===== src/rtl/tmr_pkg.sv =====
package tmr_pkg;
  // Strobes from the control section to the datapath
  typedef struct packed {
    logic wrLo;    // preset low byte write
    logic wrHi;    // preset high byte write
    logic reload;  // repeat-mode reload of the count
    logic dec;     // decrement the count by one
  } dpStrobe_t;

  localparam int unsigned A_CTRL     = 0;
  localparam int unsigned A_PRESET_L = 1;
  localparam int unsigned A_PRESET_H = 2;
  localparam int unsigned A_COUNT_L  = 3;
  localparam int unsigned A_COUNT_H  = 4;
endpackage


===== src/rtl/tmr_edge.sv =====
module tmr_edge #(
  parameter int STAGES = 2
) (
  input  logic clk,
  input  logic rstN,
  input  logic srcClk,
  output logic fallTick
);
  // STAGES synchroniser flops plus one history flop
  logic [STAGES:0] shift;

  always_ff @(posedge clk) begin
    if (!rstN) shift <= '1;
    else       shift <= {shift[STAGES-1:0], srcClk};
  end

  assign fallTick = shift[STAGES] & ~shift[STAGES-1];
endmodule


===== src/rtl/tmr_dp.sv =====
module tmr_dp
  import tmr_pkg::*;
#(
  parameter int DATA_W = 8
) (
  input  logic                clk,
  input  logic                rstN,
  input  dpStrobe_t           strobe,
  input  logic [DATA_W-1:0]   wrData,
  output logic [2*DATA_W-1:0] presetVal,
  output logic [2*DATA_W-1:0] countVal,
  output logic                countIsOne,
  output logic                countIsZero
);
  localparam int CNT_W = 2 * DATA_W;

  always_ff @(posedge clk) begin
    if (!rstN) begin
      presetVal <= '0;
      countVal  <= '0;
    end else if (strobe.wrLo) begin
      presetVal[DATA_W-1:0] <= wrData;
      countVal <= {presetVal[CNT_W-1:DATA_W], wrData};
    end else if (strobe.wrHi) begin
      presetVal[CNT_W-1:DATA_W] <= wrData;
      countVal <= {wrData, presetVal[DATA_W-1:0]};
    end else if (strobe.reload) begin
      countVal <= presetVal;
    end else if (strobe.dec) begin
      countVal <= countVal - CNT_W'(1);
    end
  end

  assign countIsOne  = (countVal == CNT_W'(1));
  assign countIsZero = (countVal == '0);
endmodule


===== src/rtl/tmr_ctrl.sv =====
module tmr_ctrl
  import tmr_pkg::*;
(
  input  logic       clk,
  input  logic       rstN,
  input  logic       tick,
  input  logic       ctrlWr,
  input  logic [3:0] ctrlBits,
  input  logic       wrLo,
  input  logic       wrHi,
  input  logic       countIsOne,
  input  logic       countIsZero,
  input  logic       alarmIrq,
  output logic       flag,
  output logic       enable,
  output logic       irqEn,
  output logic       mode,
  output dpStrobe_t  strobe,
  output logic       irqDrvN
);
  logic run, hit, presetWr, pulse;

  assign presetWr = wrLo | wrHi;
  assign run      = tick & enable;
  // Count reaches zero through a decrement (never through a preset write)
  assign hit      = run & countIsOne & ~presetWr;

  always_comb begin
    strobe.wrLo   = wrLo;
    strobe.wrHi   = wrHi;
    strobe.reload = hit & mode;
    strobe.dec    = run & ~countIsZero & ~(hit & mode);
  end

  always_ff @(posedge clk) begin
    if (!rstN) begin
      flag   <= 1'b0;
      enable <= 1'b0;
      irqEn  <= 1'b0;
      mode   <= 1'b0;
      pulse  <= 1'b0;
    end else begin
      flag <= hit | (flag & ~(ctrlWr & ~ctrlBits[0]));
      if (ctrlWr) begin
        enable <= ctrlBits[1];
        irqEn  <= ctrlBits[2];
        mode   <= ctrlBits[3];
      end else if (hit && !mode) begin
        enable <= 1'b0;
      end
      if (hit && mode) pulse <= 1'b1;
      else if (tick)   pulse <= 1'b0;
    end
  end

  assign irqDrvN = ~((irqEn & ((flag & ~mode) | pulse)) | alarmIrq);
endmodule


===== src/rtl/tmr_countdown.sv =====
module tmr_countdown
  import tmr_pkg::*;
#(
  parameter int DATA_W      = 8,
  parameter int ADDR_W      = 3,
  parameter int SYNC_STAGES = 2
) (
  input  logic              clk,
  input  logic              rstN,
  input  logic              srcClk,
  input  logic [ADDR_W-1:0] addr,
  input  logic              wrEn,
  input  logic [DATA_W-1:0] wrData,
  output logic [DATA_W-1:0] rdData,
  input  logic              alarmIrq,
  output logic              irqDrvN
);
  localparam int CNT_W = 2 * DATA_W;

  logic tick, ctrlWr, wrLo, wrHi, presetWr;
  logic ctrlFlag, ctrlEn, ctrlIrqEn, ctrlMode;
  logic countIsOne, countIsZero;
  logic [CNT_W-1:0] presetVal, countVal;
  dpStrobe_t strobe;

  assign ctrlWr   = wrEn && (addr == ADDR_W'(A_CTRL));
  assign wrLo     = wrEn && (addr == ADDR_W'(A_PRESET_L));
  assign wrHi     = wrEn && (addr == ADDR_W'(A_PRESET_H));
  assign presetWr = wrLo | wrHi;

  tmr_edge #(.STAGES(SYNC_STAGES)) uEdge (
    .clk(clk), .rstN(rstN), .srcClk(srcClk), .fallTick(tick)
  );

  tmr_ctrl uCtrl (
    .clk(clk), .rstN(rstN), .tick(tick), .ctrlWr(ctrlWr),
    .ctrlBits(wrData[3:0]), .wrLo(wrLo), .wrHi(wrHi),
    .countIsOne(countIsOne), .countIsZero(countIsZero),
    .alarmIrq(alarmIrq), .flag(ctrlFlag), .enable(ctrlEn),
    .irqEn(ctrlIrqEn), .mode(ctrlMode), .strobe(strobe),
    .irqDrvN(irqDrvN)
  );

  tmr_dp #(.DATA_W(DATA_W)) uDp (
    .clk(clk), .rstN(rstN), .strobe(strobe), .wrData(wrData),
    .presetVal(presetVal), .countVal(countVal),
    .countIsOne(countIsOne), .countIsZero(countIsZero)
  );

  always_comb begin
    case (addr)
      ADDR_W'(A_CTRL):     rdData = DATA_W'({ctrlMode, ctrlIrqEn, ctrlEn, ctrlFlag});
      ADDR_W'(A_PRESET_L): rdData = presetVal[DATA_W-1:0];
      ADDR_W'(A_PRESET_H): rdData = presetVal[CNT_W-1:DATA_W];
      ADDR_W'(A_COUNT_L):  rdData = countVal[DATA_W-1:0];
      ADDR_W'(A_COUNT_H):  rdData = countVal[CNT_W-1:DATA_W];
      default:             rdData = '0;
    endcase
  end
endmodule


===== config.mk =====
export PLATFORM = sky130hd
export DESIGN_NAME = tmr_countdown
export DESIGN_NICKNAME = d
export VERILOG_FILES = /design/src/rtl/tmr_pkg.sv /design/src/rtl/tmr_edge.sv /design/src/rtl/tmr_dp.sv /design/src/rtl/tmr_ctrl.sv /design/src/rtl/tmr_countdown.sv
export SDC_FILE = /design/constraint.sdc
export NUM_CORES = 1
export LEC_CHECK = 0
export ABC_AREA = 1
export BUFFER_PORTS_ARGS = -buffer_cell sky130_fd_sc_hd__buf_2
export CAP_MARGIN = 25
export CORE_MARGIN = 1
export CORE_UTILIZATION = 28
export DETAILED_ROUTE_END_ITERATION = 16
export PLACE_DENSITY = 0.47
export SYNTH_ARGS = -nofsm -noshare
export SYNTH_HDL_FRONTEND = slang
export SYNTH_HIERARCHICAL = 1
export SYNTH_SLANG_ARGS = --single-unit

===== constraint.sdc =====
create_clock -name clk -period 3.2 [get_ports clk]
set_input_delay 0.16 -clock clk [delete_from_list [all_inputs] [get_ports clk]]
set_output_delay 0.16 -clock clk [all_outputs]
set_load 0.05 [all_outputs]

==> results of run 1 <==
placed cells by master, fill, tap and decap left out, types with 2 or more instances in the layout:
| cell | netlist | layout |
|---|---|---|
| inv_2 | 6 | 6 |
| nor2_4 | 3 | 3 |
| clkbuf_8 | 0 | 5 |
| a21oi_1 | 39 | 39 |
| buf_2 | 7 | 24 |
| dfxtp_1 | 40 | 40 |
| o21a_1 | 6 | 6 |
| buf_4 | 3 | 2 |
| a211oi_1 | 8 | 8 |
| o21ai_0 | 19 | 19 |
| nand3_2 | 2 | 2 |
| a31oi_1 | 2 | 2 |
| o211ai_1 | 2 | 2 |
| nor2_2 | 5 | 5 |
| o21ai_1 | 11 | 11 |
| nand2_1 | 86 | 86 |
| nand3_1 | 39 | 39 |
| nand4_1 | 15 | 15 |
| nor2_1 | 55 | 55 |
| inv_1 | 55 | 55 |
| ha_1 | 2 | 2 |
| nand2_2 | 2 | 2 |
report_power, final:
group          switching (mW)  total, mW  internal, mW  leakage (nW)
sequential             0.0270      0.545         0.518         0.326
clock                   0.196      0.428         0.231        0.0541
combinational           0.207      0.305        0.0981         0.959
total                   0.431       1.28         0.847          1.34
per-layer routing:
layer / up-vias / routed length, um
met5: - / 0
li1: 1430 / -
met3: 7 / 266
met1: 1283 / 4093
met2: 50 / 3962
met4: 0 / 72
cell families after synthesis:
group / count (synthesis)
buffers and inverters: 81
flip-flops: 40
adder cells (fa/ha/maj): 2
AO/OA/AOI/OAI: 90
XOR/XNOR: 2
AND/OR/NAND/NOR: 211
final timing paths:
kind,from,end,slack [ns],cells after the start
hold reg to reg,uEdge/shift[0]$_SDFF_PN1_,uEdge/shift[1]$_SDFF_PN1_,0.41,2
hold / removal,srcClk,uEdge/shift[0]$_SDFF_PN1_,0.02,3
setup / recovery,uDp/countVal[10]$_SDFFE_PN0P_,uDp/countVal[0]$_SDFFE_PN0P_,0.43,15
setup reg to reg,uDp/countVal[10]$_SDFFE_PN0P_,uDp/countVal[0]$_SDFFE_PN0P_,0.43,15
through the flow:
step | std cells | setup WS, ns | hold slack [ns] | cell area (um^2)
after floorplan | 426 | 1.054 | 0.2287 | 2671
after global placement | 563 | 0.5279 | 0.3301 | 2850
final | 571 | 0.4265 | 0.02114 | 2962
after global routing | 571 | 0.1313 | 0.03047 | 2962
after CTS | 571 | 0.4147 | 0.02154 | 2962
after detailed placement | 563 | 0.4472 | 0.3403 | 2850
tightest hold or removal path, delay by kind of cell:
kind / cells / cell delay [ns]
AND/OR/NAND/NOR: 1 / 0.04
buffers and inverters: 2 / 0.10
cells in the mapped netlist (all sizes together):
cell type  count
nor4           1
nand3         42
dfxtp         40
nand2         88
a21o           1
clkinv         1
o21ai         31
xnor2          1
ha             2
a211oi         8
nor2          64
a21oi         40
inv           62
nor4b          1
o211ai         2
xor2           1
nand4         15
a31oi          2
o21a           6
buf           14
clkbuf         4
area by class of cell:
cell class	count	share of cell area, %
multi-input cells	305	51.12
clock buffers	5	2.324
well taps	129	5.450
repair buffers	26	4.563
inverters	63	8.069
clock inverters	3	1.436
flip-flops and latches	40	27.04
sequential cells by signal, summed over array words and instances, names as in the netlist:
name and count:
uDp/countVal 16, uDp/presetVal 16, uEdge/shift 3, uCtrl/enable 1, uCtrl/flag 1, uCtrl/irqEn 1, uCtrl/mode 1, uCtrl/pulse 1
==> impl_results.md, run 1 <==
* Run status: finished, final reports clean
* Unrepaired setup endpoints after global routing: no
* Largest fanout of any net on the critical path at 18
* Min cycle time layout at 2.773 ns
* Initial antenna violation count at 0
* Largest delay contributor family on the critical path: simple AND/OR/NAND/NOR gates
* Standard-cell row count at 35
* Simple-gate share of the synthesized area at 36.25%
* Die outline area at a little under 10000 um^2
* Area of the core at roughly 9200 um^2
* Clock insertion delay at the later pin of the skew report at around 0.30 ns
* Post-synthesis to final-layout area growth at 10.87%
* Layout Skew at 0.01074 ns
* Routability cong. at about 0.9
* Share of Yosys cell area claimed by the top area cell type at 29.98%
* Root Buffer: clkbuf_8
* Crit Path Class: reg -> reg
* Total leakage power at 1.339 nW
* Largest net degree at the start of global routing at 31
* Routing usage on met3 at between 2 and 2.5%
* Largest family of logic cells by synthesized area: simple AND/OR/NAND/NOR gates
* Hold Vio Cnt, Final at 0
* Total of flip-flops plus latches after synthesis at 40
* Global-route track usage on met2 at 29.87%
* Remaining antenna violation count at 0
* CTS tree: built
* Critical path, cell by cell: nor2_1 -> inv_1 -> nor2_1 -> nand2_1 -> nor4b_1 -> inv_1 -> nor2_4 -> nand3_2 -> inv_1 -> inv_2 -> nand3_4 -> nor2_8 -> inv_4 -> o21ai_0 -> a31oi_1
* Max-Cap Viols at 0
* Multiplexer share of the synthesized area at 0%
* Transition time at the pin with the least slew margin at approximately 0.55 ns
* Library cell occupying the most area in the post-synthesis netlist: dfxtp_1
* Gr busiest metal: met2
* Final count of negative-setup-slack endpoints at 0
* Number of buffers added for setup after CTS at 0
* Peak supply drop at 0.0001398 V
* Fmax at 0.3606 GHz
* Final-stage net count at about 460
* Total chip power at around 1.3 mW
* Pwr/cell area at 431.5 nW/um^2
* Worst slew margin relative to its limit at 63.14%
* Area contributors post-synth: dfxtp_1 (30%), nand2_1 (12%), inv_1 (7.7%)
* Final slew viol count at 0
* Clock Tree Buf Depth at 2
* Number of nets produced by synthesis at ~440
* Total Routed Length at 8394 um
* Overflow left after global routing at 0
* Share of the synthesized area in compound gates (AO/OA/AOI/OAI) at 18.83%
* Critical Path Start Type: flop
* Post_cts resized at 0
* Ports at 25
* Gr usage total at 17.93%
* Horizontal extent of the die at 99.68 um
* Clock sink count at 40
* Sequential cell area in the final layout at 800.8 um^2
* Share of layout cells above drive strength 1 at 12.90%
* Synth Area per Inst at approximately 6.3 um^2
* DRC errors left at 0
* Sequential element share of the synthesized area at roughly 30%
* Fillers at 1016
* Final routed wire length divided by cell count at 14.70 um
* Met1 usage at 23.99%
* Arrival time at the worst endpoint at between 3 and 4 ns
* Cell with the largest stage delay on the worst path: dfxtp_1
* Critical Path Sink Type: flop
* Drt pass-1 iters at 4
* Post-Route Setup TNS at 0 ns
* Warning count from the yosys run at 6
* Xor and xnor area share after synthesis at less than 1%
* Synth Instances at around 430
* Drt first-iter violations at 220
* Die outline height at 99.68 um
* Vias in the first global route at 2629
* Number of different library cells in the post-synthesis netlist at 34
* Final design utilization at between 30% and 40%
* Required @ worst endpoint at 3.44 ns
* Number of buffer cells added on primary ports at 24
* Min-delay worst type: in -> reg
* Max incr delay on CP at 0.38 ns
* Fraction of the mapped netlist area in adder cells at 0.9368%
* Total via count in the routed design at ~2800
* Vias per inst at 4.851
* Placed wire-length estimate after detailed placement at between 6000 and 7000 um
* Post-route clock period utilization at 86.67%
* Cts hold-fix bufs at 0
* CTS H-tree depth at 2
* Clock slew seen by the registers of the worst setup and hold paths at about 0.09 ns
* Initial Utilization at 28.91%
* Area of combinational cells with multiple inputs at ~1500 um^2
* Cell area after technology mapping at 2671 um^2
* Cell occurring most often along the worst timing path: inv_1
* Total buffers and inverters traversed by the critical path at 5
* Number of clock buffers inserted by TritonCTS at 5
* Antenna cell count at 0
* Global-route wire length before repair at 13630 um
(Power assumes the default switching activity.)
==> inputs of run 2 (changes only) <==
--- a/config.mk
+++ b/config.mk
@@ -9,9 +9,9 @@
 export BUFFER_PORTS_ARGS = -buffer_cell sky130_fd_sc_hd__buf_2
 export CAP_MARGIN = 25
 export CORE_MARGIN = 1
-export CORE_UTILIZATION = 28
+export CORE_UTILIZATION = 55
 export DETAILED_ROUTE_END_ITERATION = 16
-export PLACE_DENSITY = 0.47
+export PLACE_DENSITY_LB_ADDON = 0.05
 export SYNTH_ARGS = -nofsm -noshare
 export SYNTH_HDL_FRONTEND = slang
 export SYNTH_HIERARCHICAL = 1
==> run 2 against run 1 <==
  * Combinational power hardly changed
  * Clock power is 2% higher
  * Die area is 48% lower
  * Via count is 2.4% higher
  * First-iteration DRC count is 16% lower
  * Wire length is 10% lower
==> impl_results.md, run 2 (synthesis gave the netlist of run 1 again) <==
* Run status: finished, final reports clean
* Cell with the largest stage delay on the worst path: dfxtp_1
* CTS tree: built
* Clock sink count at 40
* Final-stage net count at 459
* Remaining antenna violation count at 0
* Fmax at 0.3611 GHz
* Post-place setup slack at 0.5270 ns
* Fraction of power consumed by sequential logic at 42.3%
* Standard-cell row count at 24
* Min-delay worst type: in -> reg
* DRC errors left at 0
* Initial antenna violation count at 0
* Number of standard cells in the final layout excluding fillers at 494
* Min cycle time layout at between 2 and 3 ns
* Final routed wire length divided by cell count at 15.24 um
* Clk pwr share at 34.0%
* Critical Path Start Type: flop
* Arrival time at the worst endpoint at 2.99 ns
* Worst slew margin relative to its limit at 65.85%
* Max-Cap Viols at 0
* Crit Path Class: reg -> reg
* Post-route design area at 2875 um^2
* Clock slew seen by the registers of the worst setup and hold paths at 0.08 ns
* Required @ worst endpoint at 3.42 ns
* Final slew viol count at 0
* Hold Vio Cnt, Final at 0
* Total via count in the routed design at 2837
* Number of buffers added for setup after CTS at 0
* Final count of negative-setup-slack endpoints at 0
* Setup slack after layout at roughly 0.43 ns
* Internal cell power at 0.8712 mW
* Max incr delay on CP at approximately 0.36 ns
* Post-Route Setup TNS at 0 ns
* Switching power total at 0.4160 mW
* Critical Path Sink Type: flop
* Combinational cell fraction of total power at about a quarter
* CTS H-tree depth at 2
* Vias in the first global route at between 2000 and 3000
* Total leakage power at 1.346 nW
* Horizontal extent of the die at ~70 um
* Drt pass-1 iters at 6
* Critical path, cell by cell: nor2_1 -> inv_1 -> nor2_1 -> nand2_1 -> nor4b_1 -> inv_1 -> nor2_4 -> nand3_2 -> inv_1 -> inv_2 -> nand3_4 -> nor2_8 -> inv_4 -> o21ai_0 -> a21oi_1
* Ports at 25
* Clock insertion delay at the later pin of the skew report at 0.29 ns
* Number of clock buffers inserted by TritonCTS at 5
* Number of buffer cells added on primary ports at 24
* Vias per inst at 5.743
* Cell occurring most often along the worst timing path: inv_1
* Post-route clock period utilization at 86.54%
* Cts hold-fix bufs at 0
* Placed cell area at about 2800 um^2
* Layout Skew at 0.007342 ns
* Largest net degree at the start of global routing at 31
* Clock Tree Buf Depth at 2
* Antenna cell count at 0
* Post_cts resized at 0
* Routability cong. at 0.9852
* Initial Utilization at 59.31%
* Pwr/cell area at 447.7 nW/um^2
* Transition time at the pin with the least slew margin at 0.5123 ns
* Overflow left after global routing at 0
* Die outline area at 5139 um^2
* Post-synthesis to final-layout area growth at 7.635%
* Fraction of power spent switching nets at 32.32%
* Total Routed Length at 7528 um
* Reg2reg setup slack at 0.43 ns
* Placed wire-length estimate after detailed placement at 5472 um
* Gr usage total at 31.14%
* Drt first-iter violations at roughly 190
* Peak supply drop at about 0.00030 V
* Largest registers: uDp/countVal (16), uDp/presetVal (16), uEdge/shift (3)
* Share of layout cells above drive strength 1 at 12.90%
* Commonest non-fill, non-tap cell in the layout: nand2_1
* Number of placed instances, taps included at about 500
* Unrepaired setup endpoints after global routing: no
* Die outline height at between 70 and 80 um
* Global-route wire length before repair at roughly 12000 um
* Root Buffer: clkbuf_8
* Area of the core at 4504 um^2
* Final design utilization at 63.83%
* Top library cells by usage in the layout, fill and taps aside: nand2_1 (86), inv_1 (55), nor2_1 (55)
* Largest fanout of any net on the critical path at 18
[run 2: cell count changes in the layout (fill, tap and decap cells not counted)]
cell and delta:
clkbuf_8 +1, clkinv_2 -1, clkinv_4 +1, clkinvlp_4 -1
[run 2: cell type report]
class	count	area, um^2
clock buffers	6	82.58
fillers	440	1629
well taps	52	65.06
repair buffers	26	135.1
flip-flops and latches	40	800.8
inverters	63	239.0
clock inverters	2	38.79
multi-input cells	305	1514
[run 2: power groups by stage]
stage	Clock (mW)	Sequential, mW	Combinational, mW
2_1_floorplan	0	0.546	0.232
3_3_place_gp	0	0.555	0.293
3_5_place_dp	0	0.555	0.295
4_1_cts	0.448	0.544	0.298
5_1_grt	0.468	0.547	0.341
6_report	0.438	0.545	0.304
[run 2: per-layer routing]
metal  vias to the layer above  track usage [%]  part of all wire [%]
li1                       1422                -                     -
met1                      1285            43.69                    47
met2                       114            49.27                    45
met3                        16            4.079                   5.8
met4                         0            10.68                   2.4
met5                         -                0                     0
[run 2: stage by stage]
stage,total power [mW],hold slack [ns]
2_1_floorplan,0.7785,0.2287
4_1_cts,1.290,0.02216
6_report,1.287,0.02968
3_3_place_gp,0.8477,0.3289
3_5_place_dp,0.8502,0.3363
5_1_grt,1.357,0.02741
[run 2: worst max-delay path: cells and delay by family, from the launching register on]
| family | cells | cell delay, ns |
|---|---|---|
| buffers and inverters | 5 | 0.81 |
| AOI/OAI and AO/OA | 2 | 0.29 |
| and+or+nand+nor | 8 | 1.25 |
| DFF | 1 | 0.36 |
[run 2: worst paths after layout]
check / cells after the start / start / endpoint
max: 15 / uDp/countVal[9]$_SDFFE_PN0P_ / uDp/countVal[4]$_SDFFE_PN0P_
min: 3 / srcClk / uEdge/shift[0]$_SDFF_PN1_
max reg2reg: 15 / uDp/countVal[9]$_SDFFE_PN0P_ / uDp/countVal[4]$_SDFFE_PN0P_
min reg2reg: 2 / uEdge/shift[0]$_SDFF_PN1_ / uEdge/shift[1]$_SDFF_PN1_
